<file path="src/rtl/wrs_pkg.sv">
package wrs_pkg;
  localparam int ADDR_W = 3;
  localparam int DATA_W = 16;

  localparam logic [ADDR_W-1:0] REG_COL_FIRST = 3'd0;
  localparam logic [ADDR_W-1:0] REG_COL_LAST  = 3'd1;
  localparam logic [ADDR_W-1:0] REG_ROW_FIRST = 3'd2;
  localparam logic [ADDR_W-1:0] REG_ROW_LAST  = 3'd3;
  localparam logic [ADDR_W-1:0] REG_STEPS     = 3'd4;
  localparam logic [ADDR_W-1:0] REG_HBLANK    = 3'd5;
  localparam logic [ADDR_W-1:0] REG_VBLANK    = 3'd6;
  localparam logic [ADDR_W-1:0] REG_MODE      = 3'd7;

  localparam int ROW_STEP_LSB = 8;

  typedef enum logic [1:0] {
    ST_LOAD,
    ST_START,
    ST_WALK,
    ST_HBL
  } seqState_t;

  // strobes from control to datapath
  typedef struct packed {
    logic load;
    logic colAdv;
    logic rowAdv;
    logic hClr;
    logic hAdv;
    logic vClr;
    logic vAdv;
  } seqCmd_t;

  // status from datapath to control
  typedef struct packed {
    logic colEnd;
    logic rowEnd;
    logic fieldEmpty;
    logic hZero;
    logic hEnd;
    logic vZero;
    logic vEnd;
  } seqSts_t;
endpackage

</file>
<file path="src/rtl/wrs_cfg_regs.sv">
module wrs_cfg_regs
  import wrs_pkg::*;
#(
  parameter int COLS   = 640,
  parameter int ROWS   = 480,
  parameter int STEP_W = 4,
  parameter int HB_W   = 12,
  parameter int VB_W   = 10,
  parameter int HB_DEF = 160,
  parameter int VB_DEF = 45
) (
  input  logic                       clk,
  input  logic                       rstN,
  input  logic                       wrEn,
  input  logic [ADDR_W-1:0]          wrAddr,
  input  logic [DATA_W-1:0]          wrData,
  output logic [$clog2(COLS)-1:0]    nColFirst,
  output logic [$clog2(COLS)-1:0]    nColLast,
  output logic [$clog2(ROWS)-1:0]    nRowFirst,
  output logic [$clog2(ROWS)-1:0]    nRowLast,
  output logic [STEP_W-1:0]          nColStep,
  output logic [STEP_W-1:0]          nRowStep,
  output logic [HB_W-1:0]            nHBlank,
  output logic [VB_W-1:0]            nVBlank,
  output logic                       nInterlace
);
  localparam int CW = $clog2(COLS);
  localparam int RW = $clog2(ROWS);
  localparam logic [DATA_W-1:0] COL_MAX = DATA_W'(COLS - 1);
  localparam logic [DATA_W-1:0] ROW_MAX = DATA_W'(ROWS - 1);

  logic [DATA_W-1:0] colFirstRaw, colLastRaw, rowFirstRaw, rowLastRaw;
  logic [STEP_W-1:0] colStepRaw, rowStepRaw;
  logic [HB_W-1:0]   hbRaw;
  logic [VB_W-1:0]   vbRaw;
  logic              ilRaw;

  always_ff @(posedge clk) begin
    if (!rstN) begin
      colFirstRaw <= '0;
      colLastRaw  <= COL_MAX;
      rowFirstRaw <= '0;
      rowLastRaw  <= ROW_MAX;
      colStepRaw  <= STEP_W'(1);
      rowStepRaw  <= STEP_W'(1);
      hbRaw       <= HB_W'(HB_DEF);
      vbRaw       <= VB_W'(VB_DEF);
      ilRaw       <= 1'b0;
    end else if (wrEn) begin
      unique case (wrAddr)
        REG_COL_FIRST: colFirstRaw <= wrData;
        REG_COL_LAST:  colLastRaw  <= wrData;
        REG_ROW_FIRST: rowFirstRaw <= wrData;
        REG_ROW_LAST:  rowLastRaw  <= wrData;
        REG_STEPS: begin
          colStepRaw <= wrData[STEP_W-1:0];
          rowStepRaw <= wrData[ROW_STEP_LSB +: STEP_W];
        end
        REG_HBLANK:    hbRaw <= wrData[HB_W-1:0];
        REG_VBLANK:    vbRaw <= wrData[VB_W-1:0];
        REG_MODE:      ilRaw <= wrData[0];
        default: ;
      endcase
    end
  end

  function automatic logic [DATA_W-1:0] limitTo(input logic [DATA_W-1:0] v,
                                                 input logic [DATA_W-1:0] maxV);
    return (v > maxV) ? maxV : v;
  endfunction

  logic [DATA_W-1:0] colLastC, colFirstL, colFirstC;
  logic [DATA_W-1:0] rowLastC, rowFirstL, rowFirstC;

  always_comb begin
    colLastC  = limitTo(colLastRaw, COL_MAX);
    colFirstL = limitTo(colFirstRaw, COL_MAX);
    colFirstC = (colFirstL > colLastC) ? colLastC : colFirstL;
    rowLastC  = limitTo(rowLastRaw, ROW_MAX);
    rowFirstL = limitTo(rowFirstRaw, ROW_MAX);
    rowFirstC = (rowFirstL > rowLastC) ? rowLastC : rowFirstL;
  end

  assign nColFirst  = colFirstC[CW-1:0];
  assign nColLast   = colLastC[CW-1:0];
  assign nRowFirst  = rowFirstC[RW-1:0];
  assign nRowLast   = rowLastC[RW-1:0];
  assign nColStep   = (colStepRaw == '0) ? STEP_W'(1) : colStepRaw;
  assign nRowStep   = (rowStepRaw == '0) ? STEP_W'(1) : rowStepRaw;
  assign nHBlank    = hbRaw;
  assign nVBlank    = vbRaw;
  assign nInterlace = ilRaw;
endmodule

</file>
<file path="src/rtl/wrs_datapath.sv">
module wrs_datapath
  import wrs_pkg::*;
#(
  parameter int COLS   = 640,
  parameter int ROWS   = 480,
  parameter int STEP_W = 4,
  parameter int HB_W   = 12,
  parameter int VB_W   = 10
) (
  input  logic                    clk,
  input  logic                    rstN,
  input  seqCmd_t                 cmd,
  input  logic [$clog2(COLS)-1:0] nColFirst,
  input  logic [$clog2(COLS)-1:0] nColLast,
  input  logic [$clog2(ROWS)-1:0] nRowFirst,
  input  logic [$clog2(ROWS)-1:0] nRowLast,
  input  logic [STEP_W-1:0]       nColStep,
  input  logic [STEP_W-1:0]       nRowStep,
  input  logic [HB_W-1:0]         nHBlank,
  input  logic [VB_W-1:0]         nVBlank,
  input  logic                    nInterlace,
  output logic [$clog2(ROWS)-1:0] rowAddr,
  output logic [$clog2(COLS)-1:0] colAddr,
  output logic                    fieldId,
  output seqSts_t                 sts
);
  localparam int CW  = $clog2(COLS);
  localparam int RW  = $clog2(ROWS);
  localparam int RXW = RW + 1;            // row may start past the window in field 1
  localparam int CSW = CW + STEP_W;
  localparam int RSW = RXW + STEP_W + 1;

  logic [CW-1:0]     colF, colL, col;
  logic [RW-1:0]     rowL;
  logic [RXW-1:0]    row;
  logic [STEP_W-1:0] colStep, rowStep;
  logic [HB_W-1:0]   hb, hCnt;
  logic [VB_W-1:0]   vb, vCnt;
  logic              il, field;

  logic              nField;
  logic [RXW-1:0]    rowStart;
  logic [CSW-1:0]    colSum;
  logic [STEP_W:0]   rowInc;
  logic [RSW-1:0]    rowSum;

  always_comb begin
    nField   = nInterlace & il & ~field;
    rowStart = RXW'(nRowFirst) + (nField ? RXW'(nRowStep) : RXW'(0));
    colSum   = CSW'(col) + CSW'(colStep);
    rowInc   = il ? {rowStep, 1'b0} : {1'b0, rowStep};
    rowSum   = RSW'(row) + RSW'(rowInc);
  end

  always_ff @(posedge clk) begin
    if (!rstN) begin
      colF    <= '0;
      colL    <= CW'(COLS - 1);
      rowL    <= RW'(ROWS - 1);
      colStep <= STEP_W'(1);
      rowStep <= STEP_W'(1);
      hb      <= '0;
      vb      <= '0;
      il      <= 1'b0;
      col     <= '0;
      row     <= '0;
      field   <= 1'b0;
      hCnt    <= '0;
      vCnt    <= '0;
    end else begin
      if (cmd.load) begin
        colF    <= nColFirst;
        colL    <= nColLast;
        rowL    <= nRowLast;
        colStep <= nColStep;
        rowStep <= nRowStep;
        hb      <= nHBlank;
        vb      <= nVBlank;
        il      <= nInterlace;
        field   <= nField;
        col     <= nColFirst;
        row     <= rowStart;
      end
      if (cmd.colAdv) col <= sts.colEnd ? colF : colSum[CW-1:0];
      if (cmd.rowAdv) row <= rowSum[RXW-1:0];
      if (cmd.hClr)      hCnt <= '0;
      else if (cmd.hAdv) hCnt <= hCnt + HB_W'(1);
      if (cmd.vClr)      vCnt <= '0;
      else if (cmd.vAdv) vCnt <= vCnt + VB_W'(1);
    end
  end

  always_comb begin
    sts.colEnd     = colSum > CSW'(colL);
    sts.rowEnd     = rowSum > RSW'(rowL);
    sts.fieldEmpty = row > RXW'(rowL);
    sts.hZero      = (hb == '0);
    sts.hEnd       = (hCnt == hb - HB_W'(1));
    sts.vZero      = (vb == '0);
    sts.vEnd       = (vCnt == vb - VB_W'(1));
  end

  assign rowAddr = row[RW-1:0];
  assign colAddr = col;
  assign fieldId = field;
endmodule

</file>
<file path="src/rtl/wrs_control.sv">
module wrs_control
  import wrs_pkg::*;
(
  input  logic    clk,
  input  logic    rstN,
  input  seqSts_t sts,
  output seqCmd_t cmd,
  output logic    frameValid,
  output logic    lineValid
);
  seqState_t st, stNext;
  logic      inVb, inVbNext;
  logic      lineEnd;

  always_comb begin
    cmd      = '0;
    stNext   = st;
    inVbNext = inVb;
    lineEnd  = 1'b0;
    unique case (st)
      ST_LOAD: begin
        cmd.load = 1'b1;
        stNext   = ST_START;
      end
      ST_START: begin
        if (!sts.fieldEmpty) begin
          stNext   = ST_WALK;
          inVbNext = 1'b0;
        end else if (!sts.vZero) begin
          stNext   = ST_WALK;
          inVbNext = 1'b1;
          cmd.vClr = 1'b1;
        end else begin
          stNext = ST_LOAD;
        end
      end
      ST_WALK: begin
        cmd.colAdv = 1'b1;
        if (sts.colEnd) begin
          if (!sts.hZero) begin
            cmd.hClr = 1'b1;
            stNext   = ST_HBL;
          end else begin
            lineEnd = 1'b1;
          end
        end
      end
      ST_HBL: begin
        cmd.hAdv = 1'b1;
        if (sts.hEnd) lineEnd = 1'b1;
      end
      default: stNext = ST_LOAD;
    endcase

    if (lineEnd) begin
      if (!inVb) begin
        if (sts.rowEnd) begin
          if (!sts.vZero) begin
            inVbNext = 1'b1;
            cmd.vClr = 1'b1;
            stNext   = ST_WALK;
          end else begin
            stNext = ST_LOAD;
          end
        end else begin
          cmd.rowAdv = 1'b1;
          stNext     = ST_WALK;
        end
      end else if (sts.vEnd) begin
        stNext = ST_LOAD;
      end else begin
        cmd.vAdv = 1'b1;
        stNext   = ST_WALK;
      end
    end
  end

  always_ff @(posedge clk) begin
    if (!rstN) begin
      st   <= ST_LOAD;
      inVb <= 1'b0;
    end else begin
      st   <= stNext;
      inVb <= inVbNext;
    end
  end

  assign lineValid  = (st == ST_WALK) && !inVb;
  assign frameValid = !inVb && ((st == ST_WALK) || ((st == ST_HBL) && !sts.rowEnd));
endmodule

</file>
<file path="src/rtl/win_readout_seq.sv">
module win_readout_seq
  import wrs_pkg::*;
#(
  parameter int COLS   = 640,
  parameter int ROWS   = 480,
  parameter int STEP_W = 4,
  parameter int HB_W   = 12,
  parameter int VB_W   = 10,
  parameter int HB_DEF = 160,
  parameter int VB_DEF = 45
) (
  input  logic                    clk,
  input  logic                    rstN,
  input  logic                    wrEn,
  input  logic [2:0]              wrAddr,
  input  logic [15:0]             wrData,
  output logic                    frameValid,
  output logic                    lineValid,
  output logic                    fieldId,
  output logic [$clog2(ROWS)-1:0] rowAddr,
  output logic [$clog2(COLS)-1:0] colAddr
);
  localparam int CW = $clog2(COLS);
  localparam int RW = $clog2(ROWS);

  logic [CW-1:0]     nColFirst, nColLast;
  logic [RW-1:0]     nRowFirst, nRowLast;
  logic [STEP_W-1:0] nColStep, nRowStep;
  logic [HB_W-1:0]   nHBlank;
  logic [VB_W-1:0]   nVBlank;
  logic              nInterlace;
  seqCmd_t           cmd;
  seqSts_t           sts;

  wrs_cfg_regs #(
    .COLS(COLS), .ROWS(ROWS), .STEP_W(STEP_W), .HB_W(HB_W), .VB_W(VB_W),
    .HB_DEF(HB_DEF), .VB_DEF(VB_DEF)
  ) regs_i (
    .clk(clk), .rstN(rstN), .wrEn(wrEn), .wrAddr(wrAddr), .wrData(wrData),
    .nColFirst(nColFirst), .nColLast(nColLast),
    .nRowFirst(nRowFirst), .nRowLast(nRowLast),
    .nColStep(nColStep), .nRowStep(nRowStep),
    .nHBlank(nHBlank), .nVBlank(nVBlank), .nInterlace(nInterlace)
  );

  wrs_control ctrl_i (
    .clk(clk), .rstN(rstN), .sts(sts), .cmd(cmd),
    .frameValid(frameValid), .lineValid(lineValid)
  );

  wrs_datapath #(
    .COLS(COLS), .ROWS(ROWS), .STEP_W(STEP_W), .HB_W(HB_W), .VB_W(VB_W)
  ) dp_i (
    .clk(clk), .rstN(rstN), .cmd(cmd),
    .nColFirst(nColFirst), .nColLast(nColLast),
    .nRowFirst(nRowFirst), .nRowLast(nRowLast),
    .nColStep(nColStep), .nRowStep(nRowStep),
    .nHBlank(nHBlank), .nVBlank(nVBlank), .nInterlace(nInterlace),
    .rowAddr(rowAddr), .colAddr(colAddr), .fieldId(fieldId), .sts(sts)
  );
endmodule

</file>
<file path="config.mk">
export PLATFORM = sky130hd
export DESIGN_NAME = win_readout_seq
export DESIGN_NICKNAME = d
export VERILOG_FILES = /design/src/rtl/wrs_pkg.sv /design/src/rtl/wrs_cfg_regs.sv /design/src/rtl/wrs_datapath.sv /design/src/rtl/wrs_control.sv /design/src/rtl/win_readout_seq.sv
export SDC_FILE = /design/constraint.sdc
export NUM_CORES = 1
export LEC_CHECK = 0
export ABC_CLOCK_PERIOD_IN_PS = 6400
export BUFFER_PORTS_ARGS = -buffer_cell sky130_fd_sc_hd__buf_2
export CAP_MARGIN = 20
export CORE_UTILIZATION = 30
export CTS_BUF_LIST = sky130_fd_sc_hd__clkbuf_8
export DETAILED_ROUTE_END_ITERATION = 10
export PLACE_DENSITY = 0.52
export SETUP_SLACK_MARGIN = 0.1
export SLEW_MARGIN = 15
export SYNTH_ARGS = -nofsm -noshare
export SYNTH_HDL_FRONTEND = slang
export SYNTH_SLANG_ARGS = --single-unit
</file>
<file path="constraint.sdc">
create_clock -name clk -period 6.4 [get_ports clk]
set_input_delay 0.64 -clock clk [delete_from_list [all_inputs] [get_ports clk]]
set_output_delay 0.64 -clock clk [all_outputs]
set_load 0.01 [all_outputs]
</file>
==> results.yml <==
routing:
  drt-initial-drc-count: 746
  num_vias: 9866
  postRouteAntennaNets: 0
  wirelength_um: 31000
  firstDrtPassIters: 5
  drc_errors: 0
  vias_per_cell: 4.93
  wl_per_cell_um: 15.5
grt:
  grt_pass1_wl_um: 50500
  groute.usage.overall_pct: 16.2
  grt_max_degree: 69
  grt-ovfl-total: 0
  antenna_found_initial: 4
  grt_pass1_vias: 9367
clocking:
  cts.sinks: 201
  cts_root_buf: "clkbuf_8"
  post_cts_buffers: 0
  max-clock-path-buffers: 3
  insertion_delay_ns: 0.55
  numCtsBuffers: 38
  cts_resized: 0
  cts.clk_slew.worst_paths_ns: 0.06
  tritoncts: "built"
  hold_buffers: 0
  h-tree-depth: 2
setup_path:
  endpoint_kind: "register"
  r2r_start: "regs_i.rowFirstRaw[11]$_SDFFE_PN0P_"
  cp_slowest_cell: "a2111oi_0"
  crit_chain: "nor4_1 > nand3_1 > or2_2 > ha_1 > nor2b_1 > o211ai_1 > a2111oi_0 > o31a_1 > buf_4 > nor3_1 > a21oi_1 > ha_1 > a21o_1 > a21oi_1 > nor2b_1 > nor2_1 > nand3b_1 > o2111ai_1 > nand3b_1 > o41ai_1"
  critPathArrivalTime_ns: 5.67
  cp.required_ns: 6.83
  cp_max_fo: 14
  critPathKind: "reg -> reg"
  max_stage_delay_ns: 0.64
  worst_r2r_path_depth: 20
  crit_cells: 20
  reg2reg_slack_ns: 1.16
  worst_setup_path_start_kind: "register"
  rr_endpoint: "dp_i.row[7]$_SDFFE_PN0P_"
  cpLargestDelayFamily: "simple AND/OR/NAND/NOR gates"
  crit_buf_inv: 1
logic_synthesis:
  synth_flop_cell: "dfxtp_1"
  synthDistinctLibCells: 73
  synth.avg_cell_area_um2: 8.02
  synth_seq_cells: 201
  synth_area_mm2: 0.0114
  synth_edf_count: 0
  synth_cells: 1427
  synth.top_cell.area_share_pct: 35.1
  synthTopCellsByArea: "dfxtp_1 (35%), nand2_1 (9.1%), ha_1 (9.1%)"
  yosys_warnings: 0
  ys_seq_area_share_pct: 35.1
  yosys.area.top_type: "dfxtp_1"
  async_flop_share_pct: 0
die:
  core-area_mm2: 0.0376
  die_w_um: 197
  rows: 71
  start_util_pct: 30.5
  die_area_mm2: 0.0389
  die_h_um: 197
  ios: 44
final_layout:
  final_common_cell: "nand2_1"
  syn2layout_area_growth_pct: 12.8
  fin_nets: 1575
  drive_above_1_share_pct: 9.46
  layout_common_cells: "nand2_1 (279), dfxtp_1 (201), nor2_1 (118)"
min_path:
  min_path_cells: 3
  hold_end: "regs_i.colFirstRaw[12]$_SDFFE_PN0P_"
  hold_class: "in -> reg"
  hp-start: "wrData[12]"
timing:
  setup_violations: 0
  period_needed_ns: 5.24
  worst_pin_slew_ns: 1.07
  hold_viol_final: 0
  max_freq_mhz: 191
  period_share_pct: 81.8
  rsz0062_at_grt: "no"
  finalMaxSlewViolations: 0
  slew_headroom_pct: 28.1
  fin_setup_tns_ns: 0
  final.setup_skew_ns: 0.0277
power_and_ir_drop:
  power_w: 0.00393
  irDropWorstVdd_uv: 139
  pwr_density_cell_mw_per_mm2: 304
  p_leak_nw: 5.56
placement:
  gp_congestion: 0.857
  io_buffers: 43
  dp_hpwl_um: 21700
status:
  status: "finished, final reports clean"
flow_run:
  maxCapViolCount: 0
cells by family (layout without fill, tap and decap cells):
| family | after synthesis | in the layout | share of synthesized area, % |
|---|---|---|---|
| muxes | 64 | 64 | 5.66 |
| xor gates and xnor gates | 56 | 56 | 4.28 |
| other | 2 | 27 | 0.0656 |
| AOI/OAI and AO/OA | 268 | 268 | 15.1 |
| buffers and inverters | 128 | 168 | 4.67 |
| adders and majority gates | 86 | 86 | 9.60 |
| DFF | 201 | 201 | 35.1 |
| and+or+nand+nor | 622 | 622 | 25.4 |
registers in the layout, summed over array words and instances, names as in the netlist, 9 cells and up:
name and flops:
regs_i.colFirstRaw 16, regs_i.colLastRaw 16, regs_i.rowFirstRaw 16, regs_i.rowLastRaw 16
dp_i.hCnt 12, dp_i.hb 12, regs_i.nHBlank 12, dp_i.colAddr 10
dp_i.colF 10, dp_i.colL 10, dp_i.row 10, dp_i.vCnt 10
dp_i.vb 10, regs_i.nVBlank 10, dp_i.rowL 9
synthesized netlist by cell type, types with 3 or more instances:
library cell  instances
nand2_1             279
dfxtp_1             201
nor2_1              118
a21oi_1             107
ha_1                 83
clkbuf_1             58
mux2i_1              58
nand3_1              53
inv_1                50
o21ai_0              46
xnor2_1              35
nor2b_1              30
nand4_1              24
nor3_1               23
xor2_1               21
a21o_1               20
or2_2                14
o211ai_1             12
o21a_1               12
a211oi_1             11
buf_4                10
nor4_1               10
o31ai_1              10
nand3b_1              9
or3_1                 9
nand2b_1              8
and2_1                7
and3_1                7
o311a_1               7
buf_1                 6
mux2_2                6
or4_1                 6
a211o_1               5
and4_1                5
nor3b_1               5
o2111ai_1             4
o32ai_1               4
a2111oi_0             3
a31oi_1               3
fa_1                  3
nand4b_1              3
o21bai_1              3
o31a_1                3
report_power, final:
| part | internal (W) | switching [W] | leakage [nW] |
|---|---|---|---|
| Sequential | 0.00137 | 0.000108 | 1.64 |
| Combinational | 0.000482 | 0.000709 | 3.50 |
| Clock | 0.000712 | 0.000555 | 0.425 |
worst max path at each step:
stage	end	start	slack, ns
global placement	dp_i.row[5]$_SDFFE_PN0P_	regs_i.rowFirstRaw[11]$_SDFFE_PN0P_	1.34
CTS	dp_i.row[5]$_SDFFE_PN0P_	regs_i.rowFirstRaw[11]$_SDFFE_PN0P_	1.16
global route	dp_i.row[5]$_SDFFE_PN0P_	regs_i.rowFirstRaw[11]$_SDFFE_PN0P_	0.42
detailed placement	dp_i.row[5]$_SDFFE_PN0P_	regs_i.rowFirstRaw[11]$_SDFFE_PN0P_	1.19
floorplan	dp_i.row[7]$_SDFFE_PN0P_	regs_i.rowFirstRaw[11]$_SDFFE_PN0P_	1.54
finish	dp_i.row[7]$_SDFFE_PN0P_	regs_i.rowFirstRaw[11]$_SDFFE_PN0P_	1.16
worst register-to-register path: cells and delay by family (launching register included):
family	cells	cell delay, ns
compound gates	8	1.98
fa+ha+maj	2	0.50
simple gates	9	2.08
flops	1	0.31
buf+inv	1	0.25
metrics by stage:
step	std cells	instance area [µm²]	hold slack [ns]	setup slack (ns)	utilization, %
finish	2003	12900	0.375	1.16	34.4
global route	2003	12900	0.352	0.420	34.4
CTS	2000	12900	0.330	1.16	34.3
detailed placement	1936	12100	0.446	1.19	32.3
global placement	1935	12100	0.442	1.34	32.3
floorplan	1451	11500	0.432	1.54	-
per-layer routing:
layer	global-route usage [%]	vias to the layer above	wire length, µm
li1	-	5024	-
met1	22.8	4621	15200
met2	25.0	161	13600
met3	2.90	54	1400
met4	4.97	6	730
met5	0	-	31
cell type report:
class,count,area (µm²)
Antenna cell,1,2.50
Clock buffer,48,661
Clock inverter,16,101
Fill cell,3958,24700
Inverter,51,193
Multi-Input combinational cell,1122,7000
Sequential cell,201,4020
Tap cell,511,639
Timing Repair Buffer,53,295
(Power assumes the default switching activity.)
